**config.mk**
```make
export PLATFORM = sky130hd
export DESIGN_NAME = opwait_tracker
export DESIGN_NICKNAME = d
export VERILOG_FILES = /design/src/rtl/opwait_pkg.sv /design/src/rtl/opwait_counter.sv /design/src/rtl/opwait_gate.sv /design/src/rtl/opwait_tracker.sv
export SDC_FILE = /design/constraint.sdc
export NUM_CORES = 1
export LEC_CHECK = 0
export ABC_CLOCK_PERIOD_IN_PS = 5300
export BUFFER_PORTS_ARGS = -buffer_cell sky130_fd_sc_hd__buf_2
export CORE_UTILIZATION = 56
export CTS_CLUSTER_DIAMETER = 40
export DETAILED_ROUTE_END_ITERATION = 8
export PLACE_DENSITY = 0.86
export SYNTH_ARGS = -nofsm -noshare
export SYNTH_HDL_FRONTEND = slang
export SYNTH_SLANG_ARGS = --single-unit
```
**constraint.sdc**
```tcl
create_clock -name clk -period 5.3 [get_ports clk]
set_clock_uncertainty 0.2 [all_clocks]
set_input_delay 0.795 -clock clk [delete_from_list [all_inputs] [get_ports clk]]
set_output_delay 0.795 -clock clk [all_outputs]
set_load 0.02 [all_outputs]
```
**src/rtl/opwait_pkg.sv**
```systemverilog
// Package: shared category encoding for the wait tracker.
// Assumes a 2-bit category field on the issue port.
package opwait_pkg;
    typedef enum logic [1:0] {
        CAT_VMEM = 2'd0,
        CAT_EXP  = 2'd1,
        CAT_LSC  = 2'd2,
        CAT_RSVD = 2'd3
    } opcat_e;
endpackage

```
**src/rtl/opwait_counter.sv**
```systemverilog
// Module: one saturating up/down counter of outstanding operations.
// Assumes the caller never raises inc while full is high.
// A same-cycle inc and dec cancel each other. A dec at zero is reported, not applied.
module opwait_counter #(
    parameter int W = 4
) (
    input  logic         clk,
    input  logic         rst_n,
    input  logic         inc,
    input  logic         dec,
    output logic [W-1:0] cnt,
    output logic         full,
    output logic         under
);
    // Count register: step up, step down or hold.
    always_ff @(posedge clk) begin
        if (!rst_n)
            cnt <= '0;
        else if (inc && !dec)
            cnt <= cnt + 1'b1;
        else if (dec && !inc && (cnt != '0))
            cnt <= cnt - 1'b1;
    end

    // Status flags derived from the current count.
    always_comb begin
        full  = &cnt;
        under = dec && !inc && (cnt == '0);
    end
endmodule

```
**src/rtl/opwait_gate.sv**
```systemverilog
// Module: wait comparator. It requests a stall while any count exceeds its threshold.
// Assumes the thresholds are held stable for as long as wait_valid is high.
module opwait_gate #(
    parameter int VM_W = 6,
    parameter int EX_W = 3,
    parameter int LC_W = 4
) (
    input  logic            wait_valid,
    input  logic [VM_W-1:0] cnt_vm,
    input  logic [EX_W-1:0] cnt_ex,
    input  logic [LC_W-1:0] cnt_lc,
    input  logic [VM_W-1:0] thr_vm,
    input  logic [EX_W-1:0] thr_ex,
    input  logic [LC_W-1:0] thr_lc,
    output logic            stall
);
    // Combinational stall decision.
    always_comb begin
        stall = wait_valid &&
                ((cnt_vm > thr_vm) || (cnt_ex > thr_ex) || (cnt_lc > thr_lc));
    end
endmodule

```
**src/rtl/opwait_tracker.sv**
```systemverilog
// Module: top of the outstanding-operation wait tracker.
// Assumes completions are single-cycle pulses, at most one per category per cycle.
// Assumes the issuer honours iss_ready.
module opwait_tracker #(
    parameter int VM_W = 6,
    parameter int EX_W = 3,
    parameter int LC_W = 4
) (
    input  logic            clk,
    input  logic            rst_n,
    input  logic            iss_valid,
    input  logic [1:0]      iss_cat,
    output logic            iss_ready,
    input  logic            done_vm,
    input  logic            done_ex,
    input  logic            done_lc,
    input  logic            wait_valid,
    input  logic [VM_W-1:0] wait_vm,
    input  logic [EX_W-1:0] wait_ex,
    input  logic [LC_W-1:0] wait_lc,
    output logic            wait_stall,
    output logic [VM_W-1:0] cnt_vm,
    output logic [EX_W-1:0] cnt_ex,
    output logic [LC_W-1:0] cnt_lc,
    output logic            cnt_error
);
    import opwait_pkg::*;

    localparam int NCAT = 3;

    opcat_e          cat;
    logic [NCAT-1:0] full_v;
    logic [NCAT-1:0] inc_v;
    logic [NCAT-1:0] under_v;

    // Decode the category and gate the issue with backpressure.
    always_comb begin
        cat = opcat_e'(iss_cat);
        unique case (cat)
            CAT_VMEM: iss_ready = !full_v[0];
            CAT_EXP:  iss_ready = !full_v[1];
            CAT_LSC:  iss_ready = !full_v[2];
            default:  iss_ready = 1'b0;
        endcase
        for (int i = 0; i < NCAT; i++)
            inc_v[i] = iss_valid && iss_ready && (iss_cat == 2'(i));
    end

    opwait_counter #(.W(VM_W)) u_cnt_vm (
        .clk(clk), .rst_n(rst_n), .inc(inc_v[0]), .dec(done_vm),
        .cnt(cnt_vm), .full(full_v[0]), .under(under_v[0])
    );
    opwait_counter #(.W(EX_W)) u_cnt_ex (
        .clk(clk), .rst_n(rst_n), .inc(inc_v[1]), .dec(done_ex),
        .cnt(cnt_ex), .full(full_v[1]), .under(under_v[1])
    );
    opwait_counter #(.W(LC_W)) u_cnt_lc (
        .clk(clk), .rst_n(rst_n), .inc(inc_v[2]), .dec(done_lc),
        .cnt(cnt_lc), .full(full_v[2]), .under(under_v[2])
    );

    opwait_gate #(.VM_W(VM_W), .EX_W(EX_W), .LC_W(LC_W)) u_gate (
        .wait_valid(wait_valid),
        .cnt_vm(cnt_vm), .cnt_ex(cnt_ex), .cnt_lc(cnt_lc),
        .thr_vm(wait_vm), .thr_ex(wait_ex), .thr_lc(wait_lc),
        .stall(wait_stall)
    );

    // Sticky underflow flag, cleared only by reset.
    always_ff @(posedge clk) begin
        if (!rst_n)
            cnt_error <= 1'b0;
        else if (|under_v)
            cnt_error <= 1'b1;
    end
endmodule

```
; Word level (Yosys, flattened, before mapping)
; Index checks and enable logic that the tools add are counted.
[word_totals]
regBits = 14
inputBits = 22
output_inout_bits = 16
[op_classes]
n_reduce_logical = 42
muxes = 7
magnitude_cmp = 3
n_eq_ne = 2
n_addsub = 6
[ops]
columns = operator, count
row1 = 1-bit logical AND, 17
row2 = 6-bit 2-to-1 mux, 2
row3 = 1-bit zero test, 9
row4 = 4-bit 2-to-1 mux, 2
row5 = 6-bit by 1-bit adder with 6-bit output (second input constant), 1
row6 = 6-bit > comparator, 1
row7 = 6-bit zero test, 1
row8 = 3-bit 2-to-1 mux, 2
row9 = 6-bit AND reduction, 1
row10 = 2-bit nonzero test, 3
row11 = 6-bit nonzero test, 1
row12 = 6-bit by 1-bit subtractor with 6-bit output (second input constant), 1
row13 = 4-bit by 1-bit adder with 4-bit output (second input constant), 1
row14 = 4-bit > comparator, 1
row15 = 4-bit zero test, 1
row16 = 4-bit AND reduction, 1
row17 = 4-bit nonzero test, 1
row18 = 4-bit by 1-bit subtractor with 4-bit output (second input constant), 1
row19 = 3-bit by 1-bit adder with 3-bit output (second input constant), 1
row20 = 3-bit > comparator, 1
row21 = 3-bit zero test, 1
row22 = 1-bit one-hot mux with 3 select lines, 1
row23 = 3-bit AND reduction, 1
row24 = 3-bit nonzero test, 1
row25 = 6 further kinds, 7

; Logic depth before layout (Yosys ltp)
; Gate-level depths: netlist of the first run.
[depth]
word_depth = 10
ltp_mapped = 9
depth_no_buf = 9

; Modules after synthesis
; From an unflattened synthesis of the first run, not the netlist that was laid out.
[hier_totals]
cells_unflattened = 161
hier_area_um2 = 1441.4
[by_module_without_submodules]
columns = module, instances, area_per_inst_um2, seq_area_each_um2, cells_per_inst
row1 = opwait_counter (u_cnt_vm), 1, 483.0, 120.1, 53
row2 = opwait_gate, 1, 334.1, 0.0, 47
row3 = opwait_counter (u_cnt_lc), 1, 309.0, 80.1, 29
row4 = opwait_counter (u_cnt_ex), 1, 216.5, 60.1, 24
row5 = opwait_tracker, 1, 98.8, 20.0, 8

; Least setup slack after synthesis of the first run
; OpenSTA, ideal clock, no wires.
[synth_path]
path_type = input -> output
startpoint = input wait_lc[1]
endpoint = output wait_stall
stages = 7
arrival_time_ns = 2.032
t_required_ns = 4.305
path_slack_ns = 2.273
path_cell_list = inv_1 > ha_1 > nor2b_1 > o21a_1 > o21a_1 > o21a_1 > o31a_1
[synth_between]
elab_chain_cells = 3
[synth_rtl]
columns = item, line_no
row1 = "start, declared", opwait_tracker.sv:20  ; input logic [LC_W-1:0] wait_lc,
row2 = 4-bit > comparator, opwait_gate.sv:20  ; ((cnt_vm > thr_vm) || (cnt_ex > thr_ex) || (cnt_lc > thr_lc));
row3 = 1-bit logical OR, opwait_gate.sv:20
row4 = 1-bit logical AND, opwait_gate.sv:19  ; stall = wait_valid &&
row5 = "end, declared", opwait_tracker.sv:21  ; output logic wait_stall,
; Every way passes these cells.

; Final worst setup path of the first run
; Ends and elaborated chain as after synthesis.

==> flow_summary.json, run 1 <==
{
  "fmaxAchievable_mhz": 308.4,
  "status": "finished clean",
  "max_slew_margin_pct": 67.11,
  "drtIter0Drc": 17,
  "tightest_slew_ns": 0.4838,
  "finalSetupViolations": 0,
  "diodes": 0,
  "critPathKind": "input port to primary output",
  "worstPathMaxFanout": 2,
  "async_flop_share_pct": 0,
  "synth_top_area_share_pct": 21.39,
  "cts_buffer_depth": 2,
  "core_area_sq_mm": 0.002212,
  "grt_util_met3_pct": 4.848,
  "initial_utilization_pct": 59.22,
  "clock_latency_ns": 0.28,
  "cts_tree": "done",
  "gp_congestion": 0.8154,
  "r2r-start": "u_cnt_vm.cnt[0]",
  "r2r_setup_slack_ns": 2.49,
  "synth_area_leader_cell": "dfxtp_1",
  "static-leakage-power_nw": 0.7855,
  "synth_seq_area_share_pct": 21.39,
  "ys_types": 45,
  "first_pass_iters": 4,
  "hold_buffers": 0,
  "synth_area_leaders": "dfxtp_1 21%, ha_1 18%, inv_1 5.4%, xnor2_1 5.3%, fa_1 4.6%",
  "tns_ns": 0,
  "num_io_pins": 38,
  "use_met2_pct": 48.89,
  "arrival_ns": 2.25,
  "ir_drop_uv": 364.3,
  "grt_use_total_pct": 26.51,
  "endpoint_kind": "primary output",
  "die_w_um": 50.37,
  "period_share_pct": 61.19,
  "hold_violations": 0,
  "drive_gt1_share_pct": 25.53,
  "grt_util_met1_pct": 30.61,
  "fill_cells": 192,
  "port_buffers": 37,
  "post-cts-setup-buffer-count": 0,
  "numCtsBuffers": 3,
  "post_drt_wl_per_cell_um": 14.26,
  "synth_area_sq_mm": 0.001310,
  "drc": 0,
  "routed_wl_um": 3080,
  "power.density_mw_per_mm2": 553.0,
  "grt_pass1_vias": 1232,
  "cp-endpoint": "wait_stall",
  "netlist_top_cells_count": "19 x ha_1, 19 x inv_1, 14 x dfxtp_1",
  "die_area_sq_mm": 0.002537,
  "rows": 17,
  "crit_required_ns": 4.30,
  "vias": 1304,
  "cts_sinks": 14,
  "synth.net_count": 193,
  "drv_cap": 0,
  "grt_pass1_wl_um": 5202,
  "clkSlewWorstSetupHoldPaths_ns": 0.08,
  "synth_flop_cell": "dfxtp_1",
  "antenna_found_initial": 0,
  "rsz0062_at_grt": "false",
  "syn_to_final_growth_pct": 18.24,
  "syn_area_per_cell_sq_um": 8.792,
  "r2r_cells": 9,
  "synth_warnings": 0,
  "synth-seq-cells": 14,
  "grt_most_used_layer": "met2",
  "fin_crit_ns": 3.243,
  "chipHeight_um": 50.37,
  "hp-class": "flip-flop to flip-flop",
  "ctsResizeCount": 0,
  "drtAntennaViolNets": 0,
  "drv_slew": 0,
  "fin_hold_ws_ns": 0.3838,
  "startpoint_type": "input port",
  "grt_max_degree": 13,
  "overflow": 0,
  "cp-startpoint": "wait_lc[1]",
  "postSynthCellCount": 149,
  "htree_levels": 1,
  "rr_endpoint": "u_cnt_vm.cnt[5]",
  "routed_via_density": 6.037,
  "nets": 234,
  "dp_hpwl_um": 2434,
  "synth-edff-count": 0,
  "power_mw": 0.8566,
  "cts_root_buffer": "clkbuf_4"
}
## sequential cells by signal (all words and copies together) (netlist names)
name,count
cnt_error,1
u_cnt_vm.cnt,6
u_cnt_ex.cnt,3
u_cnt_lc.cnt,4
## routing by layer
layer | up-vias | share of wire (%) | wire (um)
met5 | - | 0 | 0
met4 | 0 | 1.2 | 38
met2 | 43 | 51 | 1572
met1 | 634 | 43 | 1314
met3 | 7 | 5.0 | 155
li1 | 620 | - | -
## cells by family after synthesis
group	after synthesis	share of synthesized area, %
simple gates	40	17.29
buf+inv	20	5.731
mux	7	5.635
fa+ha+maj	22	22.73
flops	14	21.39
xor+xnor	9	6.018
compound gates	37	21.20
## worst max-delay path, cell delays in order
cell,delay [ns]
buf_2,0.08
inv_1,0.03
ha_1,0.29
nor2b_1,0.14
o21a_1,0.16
o21a_1,0.16
o21a_1,0.18
o31a_1,0.26
buf_2,0.15
## per-stage QoR
stage          area, sq um  worst slack [ns]  utilization, %  instances
3_5_place_dp          1526             2.042           69.00        213
6_report              1549             2.057           70.02        216
2_1_floorplan         1310             2.273               -        149
4_1_cts               1549             2.045           70.02        216
3_3_place_gp          1526             2.071           69.00        213
5_1_grt               1549             1.977           70.02        216
## where the power goes
group | leakage [nW] | switching (mW) | internal, mW
clock network | 0.0138 | 0.0342 | 0.0264
registers | 0.115 | 0.0875 | 0.150
logic | 0.656 | 0.298 | 0.261
total | 0.786 | 0.419 | 0.437
## placed cells by master, fill, tap and decap left out, drive strengths merged, types with 2 or more instances in the layout
| cell type | count |
|---|---|
| buf | 37 |
| inv | 19 |
| ha | 19 |
| dfxtp | 14 |
| nor2 | 14 |
| xnor2 | 8 |
| mux2i | 7 |
| a21oi | 6 |
| o21ai | 6 |
| nand2 | 4 |
| o21a | 4 |
| a21o | 4 |
| nand4 | 4 |
| nor4 | 3 |
| a211oi | 3 |
| fa | 3 |
| clkbuf | 3 |
| and3 | 2 |
| a31oi | 2 |
| nor2b | 2 |
| o211ai | 2 |
| nand3 | 2 |
| nand2b | 2 |
| nor3 | 2 |
| o2111ai | 2 |
| or3 | 2 |
## area by class of cell
cell class | count | area [sq um] | share of cell area (%)
Tap cell | 28 | 35.03 | 2.262
Clock buffer | 3 | 22.52 | 1.454
Inverter | 19 | 71.32 | 4.604
Multi-Input combinational cell | 115 | 954.7 | 61.63
Timing Repair Buffer | 37 | 185.2 | 11.95
Sequential cell | 14 | 280.3 | 18.09
## worst min-delay path by stage
stage | startpoint | to | slack [ns] | cells past startpoint
3_3_place_gp | cnt_error | cnt_error | 0.34 | 2
6_report | u_cnt_vm.cnt[5] | u_cnt_vm.cnt[5] | 0.38 | 2
5_1_grt | u_cnt_vm.cnt[5] | u_cnt_vm.cnt[5] | 0.41 | 2
4_1_cts | u_cnt_vm.cnt[5] | u_cnt_vm.cnt[5] | 0.39 | 2
3_5_place_dp | u_cnt_vm.cnt[5] | u_cnt_vm.cnt[5] | 0.38 | 2
2_1_floorplan | u_cnt_vm.cnt[5] | u_cnt_vm.cnt[5] | 0.38 | 2
Note: power is estimated with default switching activity, not from simulation.
==> run 2: changes to the inputs <==
Settings changed: ABC_CLOCK_PERIOD_IN_PS 5300 to 2610, CORE_UTILIZATION 56 to 47, PLACE_DENSITY 0.86 to 0.77.
Clock period 5.3 ns to 2.61 ns, I/O delays scaled along.
==> flow_summary.json, run 2 (synthesis gave the netlist of run 1 again) <==
{
  "status": "finished clean",
  "grt_use_total_pct": 23.68,
  "tightest_slew_ns": 0.4836,
  "critPathKind": "flip-flop to primary output",
  "post-cts-setup-buffer-count": 0,
  "crit_required_ns": 2.02,
  "cts_tree": "done",
  "arrival_ns": 1.94,
  "power.density_mw_per_mm2": 1109,
  "overflow": 0,
  "nets": 247,
  "power_mw": 1.888,
  "diodes": 0,
  "period_share_pct": 96.83,
  "endpoint_kind": "primary output",
  "r2r-start": "u_cnt_lc.cnt[0]",
  "routed_via_density": 5.463,
  "largestRegisters": "u_cnt_vm.cnt (6), u_cnt_lc.cnt (4), u_cnt_ex.cnt (3)",
  "hold_violations": 0,
  "clock_latency_ns": 0.28,
  "die_area_sq_mm": 0.003002,
  "max_slew_margin_pct": 67.12,
  "htree_levels": 1,
  "syn_to_final_growth_pct": 29.89,
  "finalSetupViolations": 0,
  "fin_cells": 231,
  "fin_crit_ns": 2.527,
  "r2r_setup_slack_ns": 0.18,
  "first_pass_iters": 4,
  "hp-class": "input port to flip-flop",
  "routed_wl_um": 3191,
  "fmaxAchievable_mhz": 395.7,
  "clkSlewWorstSetupHoldPaths_ns": 0.09,
  "drtAntennaViolNets": 0,
  "fin_hold_ws_ns": 0.2006,
  "drtIter0Drc": 17,
  "chipHeight_um": 54.80,
  "startpoint_type": "flip-flop",
  "gp_congestion": 0.8552,
  "cp-startpoint": "u_cnt_lc.cnt[2]",
  "worstPathMaxFanout": 6,
  "post_drt_wl_per_cell_um": 13.81,
  "largest-register": "u_cnt_vm.cnt",
  "numCtsBuffers": 3,
  "final_cell_mix": "36 x buf_2, 18 x inv_1, 16 x ha_1, 13 x nor2_1, 13 x buf_4",
  "vias": 1262,
  "dp_cells": 228,
  "largest_register_ffs": 6,
  "drc": 0,
  "grt_pass1_vias": 1203,
  "drv_cap": 0,
  "drive_gt1_share_pct": 34.83,
  "rows": 18,
  "dp_hpwl_um": 2642,
  "fin_ws_ns": 0.08265,
  "final_common_cell": "buf_2",
  "antenna_found_initial": 0,
  "initial_utilization_pct": 51.47,
  "postLayoutCoreUtil_pct": 66.86,
  "fill_cells": 230,
  "grt_max_degree": 13,
  "regArea_sq_um": 287.8,
  "num_io_pins": 38,
  "die_w_um": 54.80,
  "multiInputGateArea_sq_um": 991.0,
  "grt_pass1_wl_um": 5009,
  "core_area_sq_mm": 0.002545,
  "drv_slew": 0,
  "hold_start": "rst_n",
  "ir_drop_uv": 713.6,
  "cts_sinks": 14,
  "port_buffers": 37,
  "cts_buffer_depth": 2,
  "cts_root_buffer": "clkbuf_4",
  "dp_slack_ns": -0.03418,
  "static-leakage-power_nw": 0.8570
}
-- run 2: worst paths after layout --
kind / cells past startpoint / endpoint
setup / recovery: 7 / wait_stall
hold / removal: 3 / u_cnt_lc.cnt[1]
setup reg to reg: 9 / u_cnt_lc.cnt[3]
hold reg to reg: 2 / cnt_error
-- run 2: area by class of cell --
type | instances | area share [%]
flip-flops and latches | 14 | 16.91
multi-input cells | 115 | 58.24
well taps | 30 | 2.206
inverters | 19 | 4.338
repair buffers | 50 | 16.99
clock buffers | 3 | 1.324
-- run 2: per-stage QoR --
step	area (sq um)	setup TNS (ns)
floorplan	1313	0
global placement	1629	0
detailed placement	1629	-0.03418
CTS	1653	0
global route	1702	-0.004755
finish	1702	0
-- run 2: timing repair --
action,CTS,global route
setup endpoints to repair,1,3
pin swaps,0,2
hold buffers,0,0
gates cloned,0,0
gates resized for setup,1,11
-- run 2: layer usage --
layer	vias to the layer above	share of wire [%]	GRT usage, %
li1	648	-	-
met4	0	0.28	7.265
met5	-	0	0
met2	29	50	41.16
met1	583	46	29.00
met3	2	3.9	4.444
-- run 2: worst max-delay path, cell delays in order (launching register included) --
cell	delay (ns)
dfxtp_1	0.33
buf_4	0.16
ha_1	0.29
o21a_1	0.11
o21a_1	0.16
o21a_1	0.18
o31a_1	0.27
buf_4	0.16
-- run 2: power breakdown --
group	total, mW	internal, mW	switching [mW]
sequential	0.399	0.314	0.0853
clock	0.128	0.0536	0.0743
combinational	1.36	0.642	0.719
==> run 3: changes to the inputs <==
Settings changed: CORE_UTILIZATION 47 to 48, CTS_CLUSTER_DIAMETER 40 to unset, PLACE_DENSITY 0.77 to 0.78, SYNTH_HIERARCHICAL set to 1.
==> flow_summary.json, run 3 <==
{
  "fin_crit_ns": 2.507,
  "largest-register": "u_cnt_vm/cnt",
  "overflow": 0,
  "post_drt_wl_per_cell_um": 14.33,
  "diodes": 0,
  "clock_latency_ns": 0.28,
  "async_flop_share_pct": 0,
  "worstPathMaxFanout": 6,
  "tightest_slew_ns": 0.3704,
  "finalSetupViolations": 0,
  "synth_compound_area_share_pct": 21.53,
  "drc": 9,
  "synth_top_family_by_area": "simple AND/OR/NAND/NOR gates",
  "synthSimpleGateAreaFrac_pct": 26.74,
  "hold_buffers": 0,
  "status": "finished with violations",
  "power.density_mw_per_mm2": 983.1,
  "die_area_sq_mm": 0.003226,
  "port_buffers": 37,
  "vias": 1435,
  "cts_buffer_depth": 2,
  "synth_area_leader_cell": "dfxtp_1",
  "synth-seq-cells": 14,
  "chipHeight_um": 56.80,
  "final_common_cell": "buf_2",
  "ir_drop_uv": 649.5,
  "synth-xor-area-share_pct": 3.646,
  "drv_cap": 0,
  "final_cell_mix": "37 x buf_2, 17 x ha_1, 16 x buf_4, 16 x inv_1, 12 x a21oi_1",
  "core_area_sq_mm": 0.002805,
  "rows": 19,
  "drtIter0Drc": 72,
  "largest_register_ffs": 6,
  "synth_area_sq_mm": 0.001441,
  "synth-edff-count": 0,
  "synth_area_leaders": "dfxtp_1 19%, ha_1 16%, a21oi_1 4.2%, fa_1 4.2%, inv_1 4.2%",
  "arrival_ns": 1.92,
  "synth_warnings": 6,
  "routed_wl_um": 3567,
  "ys_types": 47,
  "grt_pass1_vias": 1374,
  "endpoint_kind": "primary output",
  "fmaxAchievable_mhz": 398.9,
  "crit_required_ns": 2.02,
  "max_slew_margin_pct": 75.12,
  "syn_to_final_growth_pct": 30.64,
  "drv_slew": 0,
  "largestRegisters": "u_cnt_vm/cnt (6), u_cnt_lc/cnt (4), u_cnt_ex/cnt (3)",
  "fill_cells": 241,
  "first_pass_iters": 6,
  "violations": "DRC",
  "synth_most_common_cell": "ha_1",
  "syn_area_per_cell_sq_um": 8.953,
  "die_w_um": 56.80,
  "grt_pass1_wl_um": 6072,
  "drtAntennaViolNets": 0,
  "cts_tree": "done",
  "synth.net_count": 205,
  "netlist_top_cells_count": "19 x ha_1, 16 x inv_1, 14 x dfxtp_1",
  "htree_levels": 1,
  "grt_use_total_pct": 23.98,
  "synth_fa_ha_area_share_pct": 20.66,
  "fin_hold_ws_ns": 0.2707,
  "initial_utilization_pct": 51.38,
  "synth_flop_cell": "dfxtp_1",
  "hold_violations": 0,
  "num_io_pins": 38,
  "drive_gt1_share_pct": 38.07,
  "clkSlewWorstSetupHoldPaths_ns": 0.09,
  "hp-class": "input port to flip-flop",
  "postSynthCellCount": 161,
  "synth_seq_area_share_pct": 19.44,
  "synth_mux_area_share_pct": 3.819,
  "numCtsBuffers": 3,
  "postLayoutCoreUtil_pct": 67.13,
  "gp_congestion": 0.8222,
  "routed_via_density": 5.763,
  "grt_max_degree": 17,
  "nets": 263,
  "antenna_found_initial": 0,
  "static-leakage-power_nw": 0.9462,
  "cts_sinks": 14,
  "critPathKind": "flip-flop to primary output",
  "synth_top_area_share_pct": 19.44,
  "dp_hpwl_um": 2874,
  "period_share_pct": 96.04,
  "cts_root_buffer": "clkbuf_4",
  "rsz0062_at_grt": "false",
  "startpoint_type": "flip-flop"
}
run 3: cell type report:
class / instances / area (sq um) / area share, %
timing repair buffer: 53 / 305.3 / 16.21
tap: 31 / 38.79 / 2.060
sequential: 14 / 286.5 / 15.22
multi-input combinational: 131 / 1156 / 61.40
clock buffer: 4 / 36.28 / 1.927
inverter: 16 / 60.06 / 3.189
run 3: path summary, 6_finish.rpt:
check	start	to	slack, ns	cells after the start
setup / recovery	u_cnt_vm/cnt[1]	wait_stall	0.10	7
hold / removal	rst_n	u_cnt_lc/cnt[2]	0.27	2
setup reg to reg	u_cnt_lc/cnt[2]	u_cnt_lc/cnt[3]	0.17	8
hold reg to reg	cnt_error	cnt_error	0.32	1
run 3: power by group:
group,internal [mW],leakage (nW),switching (mW)
registers,0.294,0.117,0.0470
clock network,0.0848,0.0210,0.0714
logic,0.625,0.808,0.729
total,1.00,0.946,0.848
run 3: what timing repair did:
action                     4_1_cts  5_1_grt
buffers inserted                 0        1
setup endpoints to repair        1        4
resized for setup                1        7
cloned                           0        0
pin swaps                        0        2
run 3: metrics by stage:
| stage | power [mW] | instances | TNS [ns] | cell area [sq um] | setup WS (ns) |
|---|---|---|---|---|---|
| 3_5_place_dp | 1.655 | 244 | -0.1678 | 1795 | -0.1224 |
| 5_1_grt | 2.023 | 249 | 0 | 1883 | 0.004268 |
| 6_report | 1.851 | 249 | 0 | 1883 | 0.1033 |
| 3_3_place_gp | 1.593 | 244 | -0.01294 | 1795 | -0.01294 |
| 2_1_floorplan | 1.255 | 161 | 0 | 1459 | 0.04871 |
| 4_1_cts | 1.823 | 248 | 0 | 1841 | 0.03391 |
run 3: kinds of logic after synthesis:
logic type | Yosys count
buffers and inverters | 16
flip-flops | 14
adder cells (fa/ha/maj) | 22
XOR/XNOR | 6
multiplexers | 5
AND/OR/NAND/NOR | 58
AO/OA/AOI/OAI | 40
run 3: critical path, stage by stage, from the launching register on:
cell	delay, ns
dfxtp_1	0.32
buf_4	0.16
ha_1	0.32
nor2b_1	0.16
o21ai_2	0.11
o211ai_1	0.10
a311o_1	0.32
buf_2	0.16
run 3: routing by layer:
metal  track usage [%]  up-vias  wire length (um)
met3             3.456        2               158
met1             28.79      688              1494
li1                  -      709                 -
met5                 0        -                 0
met2             45.75       36              1895
met4             3.136        0                19
